[src/rtl/rmc_pkg.sv]
package rmc_pkg;
    typedef enum logic {
        ST_IDLE = 1'b0,
        ST_REQ  = 1'b1
    } rmc_state_e;
endpackage

[src/rtl/rmc_fault_window.sv]
module rmc_fault_window #(
    parameter int CNT_W = 8,
    parameter int WIN_W = 16
) (
    input  logic             clk,
    input  logic             rst_n,
    input  logic             upset_i,
    input  logic [WIN_W-1:0] window_len_i,
    input  logic             clr_i,
    output logic [CNT_W-1:0] cnt_o
);
    localparam logic [CNT_W-1:0] CNT_MAX = '1;

    typedef struct packed {
        logic [WIN_W-1:0] win;
        logic [CNT_W-1:0] cnt;
    } fw_t;

    fw_t q, d;
    logic edge_hit;

    always_comb begin
        d = q;
        edge_hit = (window_len_i != '0) && (q.win >= window_len_i - WIN_W'(1));
        d.win = edge_hit ? '0 : q.win + WIN_W'(1);
        if (clr_i) begin
            d.cnt = upset_i ? CNT_W'(1) : '0;
        end else if (edge_hit) begin
            d.cnt = upset_i ? CNT_W'(1) : '0;
        end else if (upset_i && q.cnt != CNT_MAX) begin
            d.cnt = q.cnt + CNT_W'(1);
        end
    end

    always_ff @(posedge clk) begin
        if (!rst_n) q <= '0;
        else        q <= d;
    end

    assign cnt_o = q.cnt;

    // a window boundary leaves at most the single upset of that cycle
    a_r9_window_restart: assert property (@(posedge clk) disable iff (!rst_n)
        edge_hit |=> (cnt_o <= CNT_W'(1)));
endmodule

[src/rtl/rmc_force_timer.sv]
module rmc_force_timer #(
    parameter int MODE_W    = 2,
    parameter int HOLD_W    = 16,
    parameter int NUM_SLOTS = 3
) (
    input  logic              clk,
    input  logic              rst_n,
    input  logic              cmd_valid_i,
    input  logic [MODE_W-1:0] cmd_mode_i,
    input  logic [HOLD_W-1:0] cmd_hold_i,
    input  logic              take_i,
    output logic              pend_o,
    output logic [MODE_W-1:0] pend_mode_o,
    output logic              forced_o
);
    localparam logic [MODE_W-1:0] MODE_MAX = MODE_W'(NUM_SLOTS);

    typedef struct packed {
        logic              forced;
        logic [HOLD_W-1:0] timer;
        logic              pend;
        logic [MODE_W-1:0] pend_mode;
        logic [HOLD_W-1:0] pend_hold;
    } ft_t;

    ft_t q, d;

    always_comb begin
        d = q;
        if (take_i) begin
            d.forced = 1'b1;
            d.timer  = q.pend_hold;
            d.pend   = 1'b0;
        end else if (q.forced) begin
            if (q.timer == '0) d.forced = 1'b0;
            else               d.timer  = q.timer - HOLD_W'(1);
        end
        if (cmd_valid_i) begin
            d.pend      = 1'b1;
            d.pend_mode = (cmd_mode_i > MODE_MAX) ? MODE_MAX : cmd_mode_i;
            d.pend_hold = cmd_hold_i;
        end
    end

    always_ff @(posedge clk) begin
        if (!rst_n) q <= '0;
        else        q <= d;
    end

    assign pend_o      = q.pend;
    assign pend_mode_o = q.pend_mode;
    assign forced_o    = q.forced;

    // the forced hold survives while time remains
    a_r7_hold_active: assert property (@(posedge clk) disable iff (!rst_n)
        (q.forced && q.timer != '0) |=> forced_o);
    // the forced hold ends when the timer is spent
    a_r8_hold_expires: assert property (@(posedge clk) disable iff (!rst_n)
        (q.forced && q.timer == '0 && !take_i) |=> !forced_o);
endmodule

[src/rtl/redundancy_mode_ctrl.sv]
module redundancy_mode_ctrl
    import rmc_pkg::*;
#(
    parameter int NUM_SLOTS = 3,
    parameter int CNT_W     = 8,
    parameter int WIN_W     = 16,
    parameter int HOLD_W    = 16,
    parameter int MODE_W    = $clog2(NUM_SLOTS + 1),
    parameter int SLOT_W    = (NUM_SLOTS > 1) ? $clog2(NUM_SLOTS) : 1
) (
    input  logic              clk,
    input  logic              rst_n,
    input  logic              upset_i,
    input  logic [CNT_W-1:0]  fault_limit_i,
    input  logic [WIN_W-1:0]  window_len_i,
    input  logic              cmd_valid_i,
    input  logic [MODE_W-1:0] cmd_mode_i,
    input  logic [HOLD_W-1:0] cmd_hold_i,
    input  logic              pr_done_i,
    output logic [MODE_W-1:0] mode_o,
    output logic              forced_o,
    output logic              pr_req_o,
    output logic [SLOT_W-1:0] pr_slot_o,
    output logic              pr_role_o,
    output logic              sub_rst_o
);
    localparam logic [MODE_W-1:0] MODE_MAX = MODE_W'(NUM_SLOTS);

    typedef struct packed {
        rmc_state_e        state;
        logic [MODE_W-1:0] mode;
        logic [MODE_W-1:0] tgt;
        logic [MODE_W-1:0] slot;
        logic              sub_rst;
    } ctl_t;

    ctl_t q, d;
    logic              take;
    logic              clr;
    logic [CNT_W-1:0]  fault_cnt;
    logic              pend;
    logic [MODE_W-1:0] pend_mode;
    logic [MODE_W-1:0] hi_bound;

    rmc_fault_window #(.CNT_W(CNT_W), .WIN_W(WIN_W)) u_window (
        .clk          (clk),
        .rst_n        (rst_n),
        .upset_i      (upset_i),
        .window_len_i (window_len_i),
        .clr_i        (clr),
        .cnt_o        (fault_cnt)
    );

    rmc_force_timer #(.MODE_W(MODE_W), .HOLD_W(HOLD_W), .NUM_SLOTS(NUM_SLOTS)) u_force (
        .clk         (clk),
        .rst_n       (rst_n),
        .cmd_valid_i (cmd_valid_i),
        .cmd_mode_i  (cmd_mode_i),
        .cmd_hold_i  (cmd_hold_i),
        .take_i      (take),
        .pend_o      (pend),
        .pend_mode_o (pend_mode),
        .forced_o    (forced_o)
    );

    assign hi_bound = (q.tgt > q.mode) ? q.tgt : q.mode;

    always_comb begin
        d         = q;
        d.sub_rst = 1'b0;
        take      = 1'b0;
        clr       = 1'b0;
        case (q.state)
            ST_IDLE: begin
                if (pend) begin
                    take = 1'b1;
                    if (pend_mode != q.mode) begin
                        d.state = ST_REQ;
                        d.tgt   = pend_mode;
                        d.slot  = (pend_mode < q.mode) ? pend_mode : q.mode;
                    end
                end else if (!forced_o && fault_cnt > fault_limit_i && q.mode != MODE_MAX) begin
                    clr     = 1'b1;
                    d.state = ST_REQ;
                    d.tgt   = q.mode + MODE_W'(1);
                    d.slot  = q.mode;
                end
            end
            ST_REQ: begin
                if (pr_done_i) begin
                    if (q.slot + MODE_W'(1) == hi_bound) begin
                        d.state   = ST_IDLE;
                        d.mode    = q.tgt;
                        d.sub_rst = (q.tgt > q.mode);
                    end else begin
                        d.slot = q.slot + MODE_W'(1);
                    end
                end
            end
            default: d.state = ST_IDLE;
        endcase
    end

    always_ff @(posedge clk) begin
        if (!rst_n) q <= '{state: ST_IDLE, mode: '0, tgt: '0, slot: '0, sub_rst: 1'b0};
        else        q <= d;
    end

    assign mode_o    = q.mode;
    assign pr_req_o  = (q.state == ST_REQ);
    assign pr_slot_o = q.slot[SLOT_W-1:0];
    assign pr_role_o = (q.slot < q.tgt);
    assign sub_rst_o = q.sub_rst;

    // an unanswered request holds its slot and role, and the mode waits
    a_r5_req_hold: assert property (@(posedge clk) disable iff (!rst_n)
        (pr_req_o && !pr_done_i) |=> (pr_req_o && $stable(pr_slot_o) && $stable(pr_role_o) && $stable(mode_o)));
    // every requested slot changes role relative to the current mode
    a_r6_slot_changes: assert property (@(posedge clk) disable iff (!rst_n)
        pr_req_o |-> (pr_role_o != (q.slot < q.mode)));
    // a rise in processor count comes with the resync pulse
    a_r3_rst_on_rise: assert property (@(posedge clk) disable iff (!rst_n)
        (mode_o > $past(mode_o)) |-> sub_rst_o);
    // the resync pulse appears only on a rise
    a_r4_rst_only_rise: assert property (@(posedge clk) disable iff (!rst_n)
        sub_rst_o |-> (mode_o > $past(mode_o)));
endmodule

[config.mk]
export PLATFORM = sky130hd
export DESIGN_NAME = redundancy_mode_ctrl
export DESIGN_NICKNAME = d
export VERILOG_FILES = /design/src/rtl/rmc_pkg.sv /design/src/rtl/rmc_fault_window.sv /design/src/rtl/rmc_force_timer.sv /design/src/rtl/redundancy_mode_ctrl.sv
export SDC_FILE = /design/constraint.sdc
export NUM_CORES = 1
export LEC_CHECK = 0
export BUFFER_PORTS_ARGS = -buffer_cell sky130_fd_sc_hd__buf_2
export CAP_MARGIN = 20
export CORE_ASPECT_RATIO = 1.2
export CORE_MARGIN = 3
export CORE_UTILIZATION = 58
export DETAILED_ROUTE_END_ITERATION = 8
export PLACE_DENSITY = 0.77
export SETUP_SLACK_MARGIN = 0.5
export SYNTH_ARGS = -nofsm -noshare
export SYNTH_HDL_FRONTEND = slang
export SYNTH_SLANG_ARGS = --single-unit
[constraint.sdc]
create_clock -name clk -period 3.1 [get_ports clk]
set_input_delay 0.31 -clock clk [delete_from_list [all_inputs] [get_ports clk]]
set_output_delay 0.31 -clock clk [all_outputs]
set_load 0.005 [all_outputs]
---- After elaboration in Yosys (flattened, before gate mapping) ----
Index checks and enable logic that the tools add are counted.
storage, ports and cells
  logic and storage cells ................. 83
  register bits ........................... 68
  bits of input ports ..................... 47
  output and inout port bits .............. 8
operators by class
  $add $sub $neg .......................... 6
  mux-type cells .......................... 30
  eq/ne operators ......................... 10
  bitwise gates (word level) .............. 2
  order comparisons ....................... 6
  reduce and logical (&&, ||, !) cells .... 17
operators by type and width
  operator                                                               count
  17-bit 2-to-1 mux                                                      2
  16-bit by 1-bit subtractor with 16-bit output (second input constant)  2
  8-bit 2-to-1 mux                                                       3
  19-bit 2-to-1 mux                                                      1
  16-bit by 1-bit adder with 16-bit output (second input constant)       1
  16-bit greater-or-equal comparator                                     1
  16-bit zero test                                                       1
  16-bit 2-to-1 mux                                                      1
  16-bit nonzero test                                                    1
  4-bit 2-to-1 mux                                                       3
  1-bit 2-to-1 mux                                                       11
  2-bit inequality test (second input constant)                          5
  3-bit 2-to-1 mux                                                       3
  8-bit by 1-bit adder with 8-bit output (second input constant)         1
  8-bit greater-than comparator                                          1
  2-bit 2-to-1 mux                                                       4
  8-bit inequality test (second input constant)                          1
  4-bit AND reduction                                                    2
  3-bit AND reduction                                                    2
  2-bit nonzero test                                                     3
  2-bit by 1-bit adder with 2-bit output (second input constant)         2
  1-bit logical AND                                                      4
  2-bit less-than comparator                                             2
  2-bit case mux with 2 select lines                                     1
  other kinds (12)                                                       13

---- Longest topological paths before layout ----
Gate-level depths: netlist of run 1.
  word-level depth ........................ 7
  gate-level depth with buffers ........... 13
  gate-level depth less buffers ........... 12

---- By module ----
A second synthesis of run 1 with hierarchy kept.
second synthesis, totals
  cells, all modules ...................... 505
  area total of the unflattened synthesis .. 4,445.5 µm²
modules (own cells, without submodules)
  module                instances  cells an instance  sequential area each (µm²)  area each (µm²)
  rmc_fault_window      1          210                480.5                       1,798.0
  rmc_force_timer       1          190                720.7                       1,746.7
  redundancy_mode_ctrl  1          105                160.2                       900.9

---- Worst setup path before layout of run 1 ----
Ideal clock, no wire load.
  path kind ............................... input to register
  start point ............................. input port window_len_i[2]
  end point ............................... register u_window.q[15] (netlist name)
  required time ........................... 2,972 ps
  slack ................................... 249 ps
  library setup time ...................... 128 ps
  path buffers ............................ 1
  cell stages on the path ................. 12
  arrival time ............................ 2,724 ps
  cells stage by stage .................... nor4_1 nand2_1 nor4_1 xnor2_1 ha_1 nand4_1 nor4_1 a22oi_1 a21bo_2 nand2_1 clkbuf_1 nor2_1
between the ends
  word-level cells in the longest chain between the ends .. 4
  elaborated cells between the ends (all ways) .. 5
  those cells by class .................... add/sub (1); order compare (1); reduce/logical (3)
RTL lines
  element                                        RTL line                    text
  from (decl)                                    redundancy_mode_ctrl.sv:15  input logic [WIN_W-1:0] window_len_i,
  16-bit by 1-bit subtractor with 16-bit output  rmc_fault_window.sv:24      edge_hit = (window_len_i != '0) && (q.win >= window_len_i - WIN_W'(1));
  16-bit greater-or-equal comparator             rmc_fault_window.sv:24
  1-bit logical AND *                            rmc_fault_window.sv:24
  2-bit OR reduction (no line) *                 --
  to (signal assigned)                           rmc_fault_window.sv:36      if (!rst_n) q <= '0;
  to (signal assigned)                           rmc_fault_window.sv:37      else q <= d;
  to (decl)                                      rmc_fault_window.sv:19      fw_t q, d;
Mark *: on every way between the ends. The rest lies on a longest branch, timed or not.
A chain may end at the register's enable or synchronous reset.

---- Final worst setup path of run 1 ----
  start point ............................. input port window_len_i[7]
  end point ............................... register u_window.q[23] (netlist name)
Same word-level chain as after synthesis.

==> flow_summary.ini, run 1 <==
[yosys]
async_flop_share_pct = 0
netlist_area_um2 = 4046
synthDistinctLibCells = 54
ys_warn_count = 0
synth-seq-cells = 68
synth_edf_count = 0
synth_top_area_share_pct = 33.64
synth_top_flop_cell = dfxtp_1
syn_inst = 473
ys_top_cells_by_area = dfxtp_1, ha_1, mux2i_1
seq_area_frac_synth_pct = 33.64
syn_area_per_cell_um2 = 8.555
yosysTopAreaCell = dfxtp_1
synth_fp_nets = 557

[cts]
clockBufferDepth = 2
htreeDepth = 3
cts_root_buf = clkbuf_8
cts_made_buffers = 9
clk_pin_slew_ps = 80
cts.sinks = 68
cts_setup_buffers = 0
cts_tree = yes
clkLatencyLatePin_ps = 360

[timing]
max_slew_margin_pct = 41.63
setup_tns_ps = 0
slew_viol_final = 0
worst_pin_slew_ps = 874.6
fmax_ghz = 0.4057
grt_setup_unrepaired = true
timing.final.setup_violations = 0
finalCritPeriodShare_pct = 79.51
fin_crit_ps = 2465
fin_hold_ws_ps = 181.0
skew_ps = 14.45
timing.final.hold_violations = 0

[grt]
grt_use_met3_pct = 5.009
track_usage_pct = 20.85
met1_usage_pct = 26.06
top_usage_layer = met2
use_met2_pct = 34.26
grt_remaining_overflow = 0
grt_pass1_vias = 3133
grt_first_pass_wirelength_mm = 13.39
antenna_found_initial = 0
grt_max_degree = 35

[worst_setup_path]
critPathMostFrequentCell = nand2_1
worstSetupPathDepth = 13
cp_data_required_time_ps = 3340
worstSetupStartpointType = primary input
r2r_cells = 6
crit_path_max_incr_delay_ps = 350
worst-path-buf-inv = 2
path_class = primary input to register
path_cells = buf_2 > nor4_4 > and3_4 > nand2_1 > xor2_1 > ha_1 > nand4_1 > nor4_1 > a22oi_1 > a21bo_2 > nand2_1 > buf_6 > nor2_1
crit_fanout = 15
arrival_ps = 2710
r2r_slack_ps = 720
slowest_stage = nor4_4
critical_path.endpoint_type = register
cp_top_family = simple AND/OR/NAND/NOR gates

[min_path]
hp-class = primary input to register
hold_depth = 3

[power_and_ir_drop]
power_mw = 2.032
peakVddDrop_mv = 0.4532
p_switching_mw = 0.5817
power.share.combinational_pct = 15.6
swShare_pct = 28.63
seqPwrFrac_pct = 47.4
p_int_mw = 1.450
p_leak_nw = 2.041
p_per_area_nw_per_um2 = 437.1
p_clk_share_pct = 37.0

[placement]
io_buffers = 54
gp_congestion = 0.8297
hpwlAfterDp_mm = 5.985

[floorplanning]
die_w_um = 82.25
core_area_um2 = 6606
rows = 32
io_pins = 55
start_util_pct = 61.25
fp.dieArea_um2 = 8019
die_h_um = 97.50

[route]
drtAntennaViolNets = 0
drc = 0
vias = 3402
avgViaCountPerCell = 5.559
routed_wl_mm = 7.948
wl_per_cell_um = 12.99
drt_iter0_drc = 95
first_pass_iters = 4

[status]
run_status = complete, no violations

[final_layout]
antenna_cells = 0
utilization_pct = 70.36
synthToLayoutAreaGrowth_pct = 14.87
final_nets = 606
drive_above_1_share_pct = 17.27

[flow_run]
maxCapViolations = 0
## worst paths after layout
kind,from,to
hold reg to reg,u_window.q[8],u_window.q[8]
setup reg to reg,u_force.q[21],u_force.q[23]
setup / recovery,window_len_i[7],u_window.q[23]
hold / removal,cmd_hold_i[10],u_force.q[10]
## layout by cell type (no fill, tap or decap), types with 4 or more instances in the layout
cell / Yosys / layout
nand3_1: 14 / 13
xnor2_1: 26 / 26
mux2i_1: 30 / 30
a21bo_2: 4 / 4
xor2_1: 18 / 18
o21ai_0: 19 / 19
and3_1: 6 / 5
nor2_1: 68 / 68
nand4_1: 9 / 9
nand2_1: 29 / 28
inv_1: 23 / 23
nor4_1: 9 / 5
a21oi_1: 22 / 22
a21o_1: 6 / 6
buf_2: 0 / 54
clkbuf_8: 0 / 9
nand2b_1: 7 / 7
nor3_1: 8 / 8
dfxtp_1: 68 / 68
ha_1: 37 / 37
## sequential cells by signal (all words and copies together) (netlist names)
name and count:
u_force.pend_o 1, u_force.pend_mode_o 2, q 2, mode_o 2, u_window.q 16, pr_slot_o 2, sub_rst_o 1, u_force.forced_o 1
u_force.q 32, pr_req_o 1, u_window.cnt_o 8
## cells in the mapped netlist (7+ instances only)
master and instances:
dfxtp_1 68, nor2_1 68, ha_1 37, mux2i_1 30, nand2_1 29, xnor2_1 26
inv_1 23, a21oi_1 22, o21ai_0 19, xor2_1 18, clkbuf_1 14, nand3_1 14
nand4_1 9, nor4_1 9, nor3_1 8, nand2b_1 7
## power groups by stage
stage	logic, mW	clock network (mW)	registers [mW]
6_report	0.316	0.752	0.964
5_1_grt	0.362	0.804	0.971
4_1_cts	0.311	0.772	0.963
3_5_place_dp	0.308	0	0.983
3_3_place_gp	0.298	0	0.982
2_1_floorplan	0.230	0	0.971
## worst min-delay path: stages
cell	delay [ps]
buf_2	80
mux2i_1	50
nor2_1	70
## metal layers
layer	share of wire (%)	vias to the layer above
li1	-	1763
met1	46	1571
met2	50	58
met3	3.3	10
met4	1.1	0
met5	0	-
## area by class of cell
class,count,area (um2)
clock buffer,9,123.9
clock inverter,7,82.58
fill,533,1958
inverter,23,86.33
multi-input combinational,363,2591
sequential,68,1361
tap,85,106.4
timing repair buffer,57,296.5
## stage by stage
| stage | instance area [um2] | worst slack, ps | cells |
|---|---|---|---|
| floorplan | 4073 | 511.8 | 473 |
| global placement | 4384 | 260.4 | 596 |
| detailed placement | 4384 | 142.5 | 596 |
| CTS | 4591 | 529.6 | 612 |
| global route | 4648 | 488.7 | 612 |
| finish | 4648 | 635.1 | 612 |
## logic make-up after synthesis
group | share of synthesized area, %
adder cells (fa/ha/maj) | 11.44
AO/OA/AOI/OAI | 13.20
AND/OR/NAND/NOR | 20.50
XOR/XNOR | 9.524
buffers and inverters | 4.267
multiplexers | 7.421
flip-flops | 33.64
## repair_timing
action / in CTS / in global routing
setup endpoints to repair: 0 / 24
hold buffers: 0 / 0
resized for setup: 0 / 10
hold endpoints to repair: 0 / 0
(Power assumes the default switching activity.)
==> run 2: changes to the inputs <==
- clock period: 3.1 -> 2.5 ns (I/O delays scaled with it)
==> run 2 against run 1 <==
Combinational power up 74%. Register-to-register slack worse by 510 ps. Routed wire length up 24%. Non-clock buffer count up 36. Core utilization up 11 points. Via count up 8.1%. Clock power up 37%. First-iteration DRC count up 95%. Cell count up 6.0%. Sequential share of layout area down 3.5 points. Critical path depth down 6. Critical path type is now register to register. Largest cell class unchanged. Highest routed layer unchanged.
==> flow_summary.ini, run 2 (synthesized netlist as in run 1, its figures left out) <==
[cts]
clockBufferDepth = 2
cts_made_buffers = 9
htreeDepth = 3
clk_pin_slew_ps = 70
cts_tree = yes
cts_root_buf = clkbuf_8
cts.sinks = 68
clkLatencyLatePin_ps = 330

[status]
run_status = complete, no violations

[timing]
max_slew_margin_pct = 39.32
skew_ps = 10.50
finalCritPeriodShare_pct = 91.78
timing.final.setup_violations = 0
fmax_ghz = 0.4358
timing.final.hold_violations = 0
slew_viol_final = 0
fin_crit_ps = 2294
layout_setup_ws_ps = 205.6
worst_pin_slew_ps = 909.3
grt_setup_unrepaired = true

[power_and_ir_drop]
peakVddDrop_mv = 0.4781
p_int_mw = 2.029
p_per_area_nw_per_um2 = 521.5
power_mw = 2.789
swShare_pct = 27.26
power.share.combinational_pct = 19.7
p_switching_mw = 0.7603
p_leak_nw = 2.305
p_clk_share_pct = 37.0
seqPwrFrac_pct = 43.2

[final_layout]
top_register = u_force.q
synthToLayoutAreaGrowth_pct = 32.19
antenna_cells = 0
fillers = 414
final_nets = 643
seq_area_um2 = 1379
fin_cells = 649
reg.largest.list = u_force.q: 32 flops, u_window.q: 16 flops, u_window.cnt_o: 8 flops
multiInputGateArea_um2 = 2917
mostFrequentLayoutCells = nor2_1, dfxtp_1, buf_2
drive_above_1_share_pct = 32.80
largest_reg_flops = 32
finish.instance_area_um2 = 5349

[min_path]
hp-class = primary input to register
hp-start = cmd_hold_i[11]

[placement]
pre_cts_ws_ps = -127.4
gp_congestion = 0.8525
hpwlAfterDp_mm = 6.487
post_dp_cell_area_um2 = 4599
io_buffers = 54
placedCellCount = 606

[worst_setup_path]
worstSetupStartpointType = register
cp_data_required_time_ps = 2710
worst-path-buf-inv = 2
crit_path_max_incr_delay_ps = 520
arrival_ps = 2500
slowest_stage = or4_4
path_cells = or4_4 > or4_4 > buf_6 > o311ai_4 > buf_4 > xor2_1 > a21oi_1
critical_path.endpoint_type = register
path_class = register to register
timing.rr.start = u_force.q[28]
cp_top_family = simple AND/OR/NAND/NOR gates
crit_fanout = 4
startpoint = u_force.q[28]
critPathMostFrequentCell = or4_4

[route]
wl_per_cell_um = 15.21
drt_iter0_drc = 185
drc = 0
drtAntennaViolNets = 0
routed_wl_mm = 9.869
vias = 3677
avgViaCountPerCell = 5.666
first_pass_iters = 4

[grt]
track_usage_pct = 24.62
grt_max_degree = 35
grt_first_pass_wirelength_mm = 15.88
antenna_found_initial = 0
grt_pass1_vias = 3647
grt_remaining_overflow = 0

[floorplanning]
rows = 32
io_pins = 55
fp.dieArea_um2 = 8019
start_util_pct = 61.25
die_h_um = 97.50
die_w_um = 82.25
core_area_um2 = 6606

[flow_run]
maxCapViolations = 0
[run 2: worst paths after layout]
check | endpoint | slack [ps] | cells past startpoint
worst max-delay path | u_force.q[21] | 210 | 7
worst min-delay path | u_force.q[11] | 150 | 3
worst max register to register | u_force.q[21] | 210 | 7
worst min register to register | u_window.q[8] | 470 | 1
[run 2: layout make-up]
cell class              instances  area share [%]
multi-input cells             364           54.53
flip-flops and latches         68           25.78
repair buffers                 93           11.65
clock buffers                  11           2.830
well taps                      85           1.988
inverters                      23           1.661
clock inverters                 5           1.567
[run 2: worst min-delay path, cell delays in order]
cell     delay [ps]
buf_2            70
mux2i_1          50
nor2_1           70
[run 2: per-layer routing]
metal  wire length [um]  part of all wire, %  track usage, %  up-vias
li1                   -                    -               -     1827
met1               4109                   42           29.02     1749
met2               5258                   53           43.58       82
met3                303                  3.1           3.247       19
met4                197                  2.0           9.463        0
met5                  0                    0               0        -
[run 2: per-stage QoR]
stage | hold WS, ps | setup TNS [ps] | util, %
final | 151.6 | 0 | 80.97
after global routing | 162.5 | 0 | 80.97
after CTS | 143.0 | 0 | 78.75
after detailed placement | 446.6 | -2611 | 69.62
after global placement | 433.8 | -86.62 | 69.62
after floorplan | 396.9 | 0 | -
[run 2: power groups by stage]
stage / clock network (mW) / logic [mW] / registers [mW]
after floorplan: 0 / 0.320 / 1.21
after global placement: 0 / 0.423 / 1.22
after detailed placement: 0 / 0.440 / 1.23
after CTS: 1.04 / 0.503 / 1.20
after global routing: 1.08 / 0.603 / 1.21
final: 1.03 / 0.551 / 1.21
[run 2: repair_timing]
item | CTS | global route
buffers inserted | 23 | 3
pin swaps | 42 | 20
endpoints found under the hold margin | 0 | 0
resized for setup | 44 | 30
endpoints found under the setup margin | 46 | 47
gates cloned | 1 | 0
hold buffers | 0 | 0
==> run 3: changes to the inputs <==
- REMOVE_ABC_BUFFERS: not set -> 1
==> run 3 against run 2 <==
Cell area rose by 1.5%. Critical path depth fell by 1. Critical path type unchanged. Register-to-register slack got worse by 60 ps. Largest cell class unchanged. Via count rose by 1.9%. Routed wire length rose by 3.6%. Core utilization rose by 1.2 points.
==> flow_summary.ini, run 3 (synthesized netlist as in run 1, its figures left out) <==
[worst_setup_path]
setup.worst_path.end = u_force.q[22]
worst-path-buf-inv = 0
r2r-end = u_force.q[22]
arrival_ps = 2560
r2r_slack_ps = 150
worstSetupPathDepth = 6
critical_path.endpoint_type = register
timing.rr.start = u_force.q[30]
crit_path_max_incr_delay_ps = 530
r2r_cells = 6
critPathMostFrequentCell = or4_4
path_class = register to register
crit_fanout = 4
cp_top_family = simple AND/OR/NAND/NOR gates
path_cells = or4_4 > or4_4 > or3_4 > and3b_1 > xnor2_1 > a21oi_1
slowest_stage = or4_4
cp_data_required_time_ps = 2710
worstSetupStartpointType = register
startpoint = u_force.q[30]

[cts]
cts.hold.buffers_added = 0
cts_made_buffers = 9
clockBufferDepth = 2
cts_tree = yes
cts.sinks = 68
cts_root_buf = clkbuf_8
clk_pin_slew_ps = 80
htreeDepth = 3
clkLatencyLatePin_ps = 340

[route]
routed_wl_mm = 10.22
avgViaCountPerCell = 5.693
drt_iter0_drc = 147
vias = 3746
first_pass_iters = 5
drc = 0
drtAntennaViolNets = 0
wl_per_cell_um = 15.54

[floorplanning]
die_w_um = 82.25
start_util_pct = 61.25
io_pins = 55
die_h_um = 97.50
rows = 32
core_area_um2 = 6606
fp.dieArea_um2 = 8019

[grt]
use_met2_pct = 41.48
track_usage_pct = 24.45
antenna_found_initial = 0
grt_max_degree = 35
grt_remaining_overflow = 0
grt_first_pass_wirelength_mm = 15.67
met1_usage_pct = 29.50
grt_use_met3_pct = 4.174
top_usage_layer = met2
grt_pass1_vias = 3588

[power_and_ir_drop]
p_leak_nw = 2.343
p_per_area_nw_per_um2 = 511.0
peakVddDrop_mv = 0.5348

[timing]
fmax_ghz = 0.4252
setup_tns_ps = 0
slew_viol_final = 0
fin_hold_ws_ps = 144.9
timing.final.hold_violations = 0
worst_pin_slew_ps = 961.6
skew_ps = 7.633
timing.final.setup_violations = 0
grt_setup_unrepaired = true
fin_crit_ps = 2352
finalCritPeriodShare_pct = 94.08
max_slew_margin_pct = 35.82

[final_layout]
fillers = 389
largest_reg_flops = 32
utilization_pct = 82.18
synthToLayoutAreaGrowth_pct = 34.17
finish.instance_area_um2 = 5429
reg.largest.list = u_force.q: 32 flops, u_window.q: 16 flops, u_window.cnt_o: 8 flops
mostFrequentLayoutCell = nor2_1
drive_above_1_share_pct = 34.38
top_register = u_force.q
final_nets = 652
mostFrequentLayoutCells = nor2_1, dfxtp_1, buf_2
multiInputGateArea_um2 = 2917
antenna_cells = 0
seq_area_um2 = 1379

[flow_run]
maxCapViolations = 0

[placement]
hpwlAfterDp_mm = 6.324
post_dp_cell_area_um2 = 4567
gp_congestion = 0.8721
io_buffers = 54

[min_path]
hp-class = primary input to register

[status]
run_status = complete, no violations
==> run 3: layout make-up <==
| type | instances | area share (%) |
|---|---|---|
| Clock inverter | 6 | 1.613 |
| Sequential cell | 68 | 25.40 |
| Clock buffer | 10 | 2.535 |
| Timing Repair Buffer | 103 | 13.14 |
| Inverter | 23 | 1.636 |
| Tap cell | 85 | 1.959 |
| Multi-Input combinational cell | 363 | 53.72 |
==> run 3: power by group <==
group	switching, mW	internal (mW)	total, mW
Combinational	0.284	0.273	0.556
Clock	0.424	0.587	1.01
Sequential	0.0653	1.14	1.21
Total	0.773	2.00	2.77
==> run 3: repair_timing <==
item | CTS | global route
endpoints found under the setup margin | 45 | 49
resized for setup | 39 | 61
buffers inserted | 11 | 8
pin swaps | 26 | 28
gates cloned | 0 | 1
==> run 3: stage by stage <==
stage,setup WS (ps),cells,power [mW]
finish,147.9,658,2.774
global placement,-194.7,622,1.612
global route,84.43,658,2.892
floorplan,-153.5,454,1.472
detailed placement,-307.6,622,1.630
CTS,201.8,649,2.695
==> run 3: worst min path at each step <==
stage                   startpoint  slack [ps]             end  cells past startpoint
floorplan              cmd_valid_i         370  u_force.pend_o                      2
global placement     u_window.q[8]         430   u_window.q[8]                      1
detailed placement   u_window.q[8]         440   u_window.q[8]                      1
CTS                 cmd_hold_i[15]         130   u_force.q[15]                      3
global route         cmd_hold_i[3]         160    u_force.q[3]                      3
finish              cmd_hold_i[15]         140   u_force.q[15]                      3
==> run 3: routing by layer <==
| layer | vias to the layer above | wire [um] |
|---|---|---|
| li1 | 1842 | - |
| met4 | 0 | 206 |
| met1 | 1775 | 4272 |
| met3 | 19 | 485 |
| met5 | - | 0 |
| met2 | 110 | 5258 |
==> run 3: worst register-to-register path, delay by kind of cell, from the launching register on <==
| family | cells | cell delay [ps] |
|---|---|---|
| and+or+nand+nor | 4 | 1630 |
| AOI/OAI and AO/OA | 1 | 90 |
| DFF | 1 | 330 |
| xor gates and xnor gates | 1 | 170 |
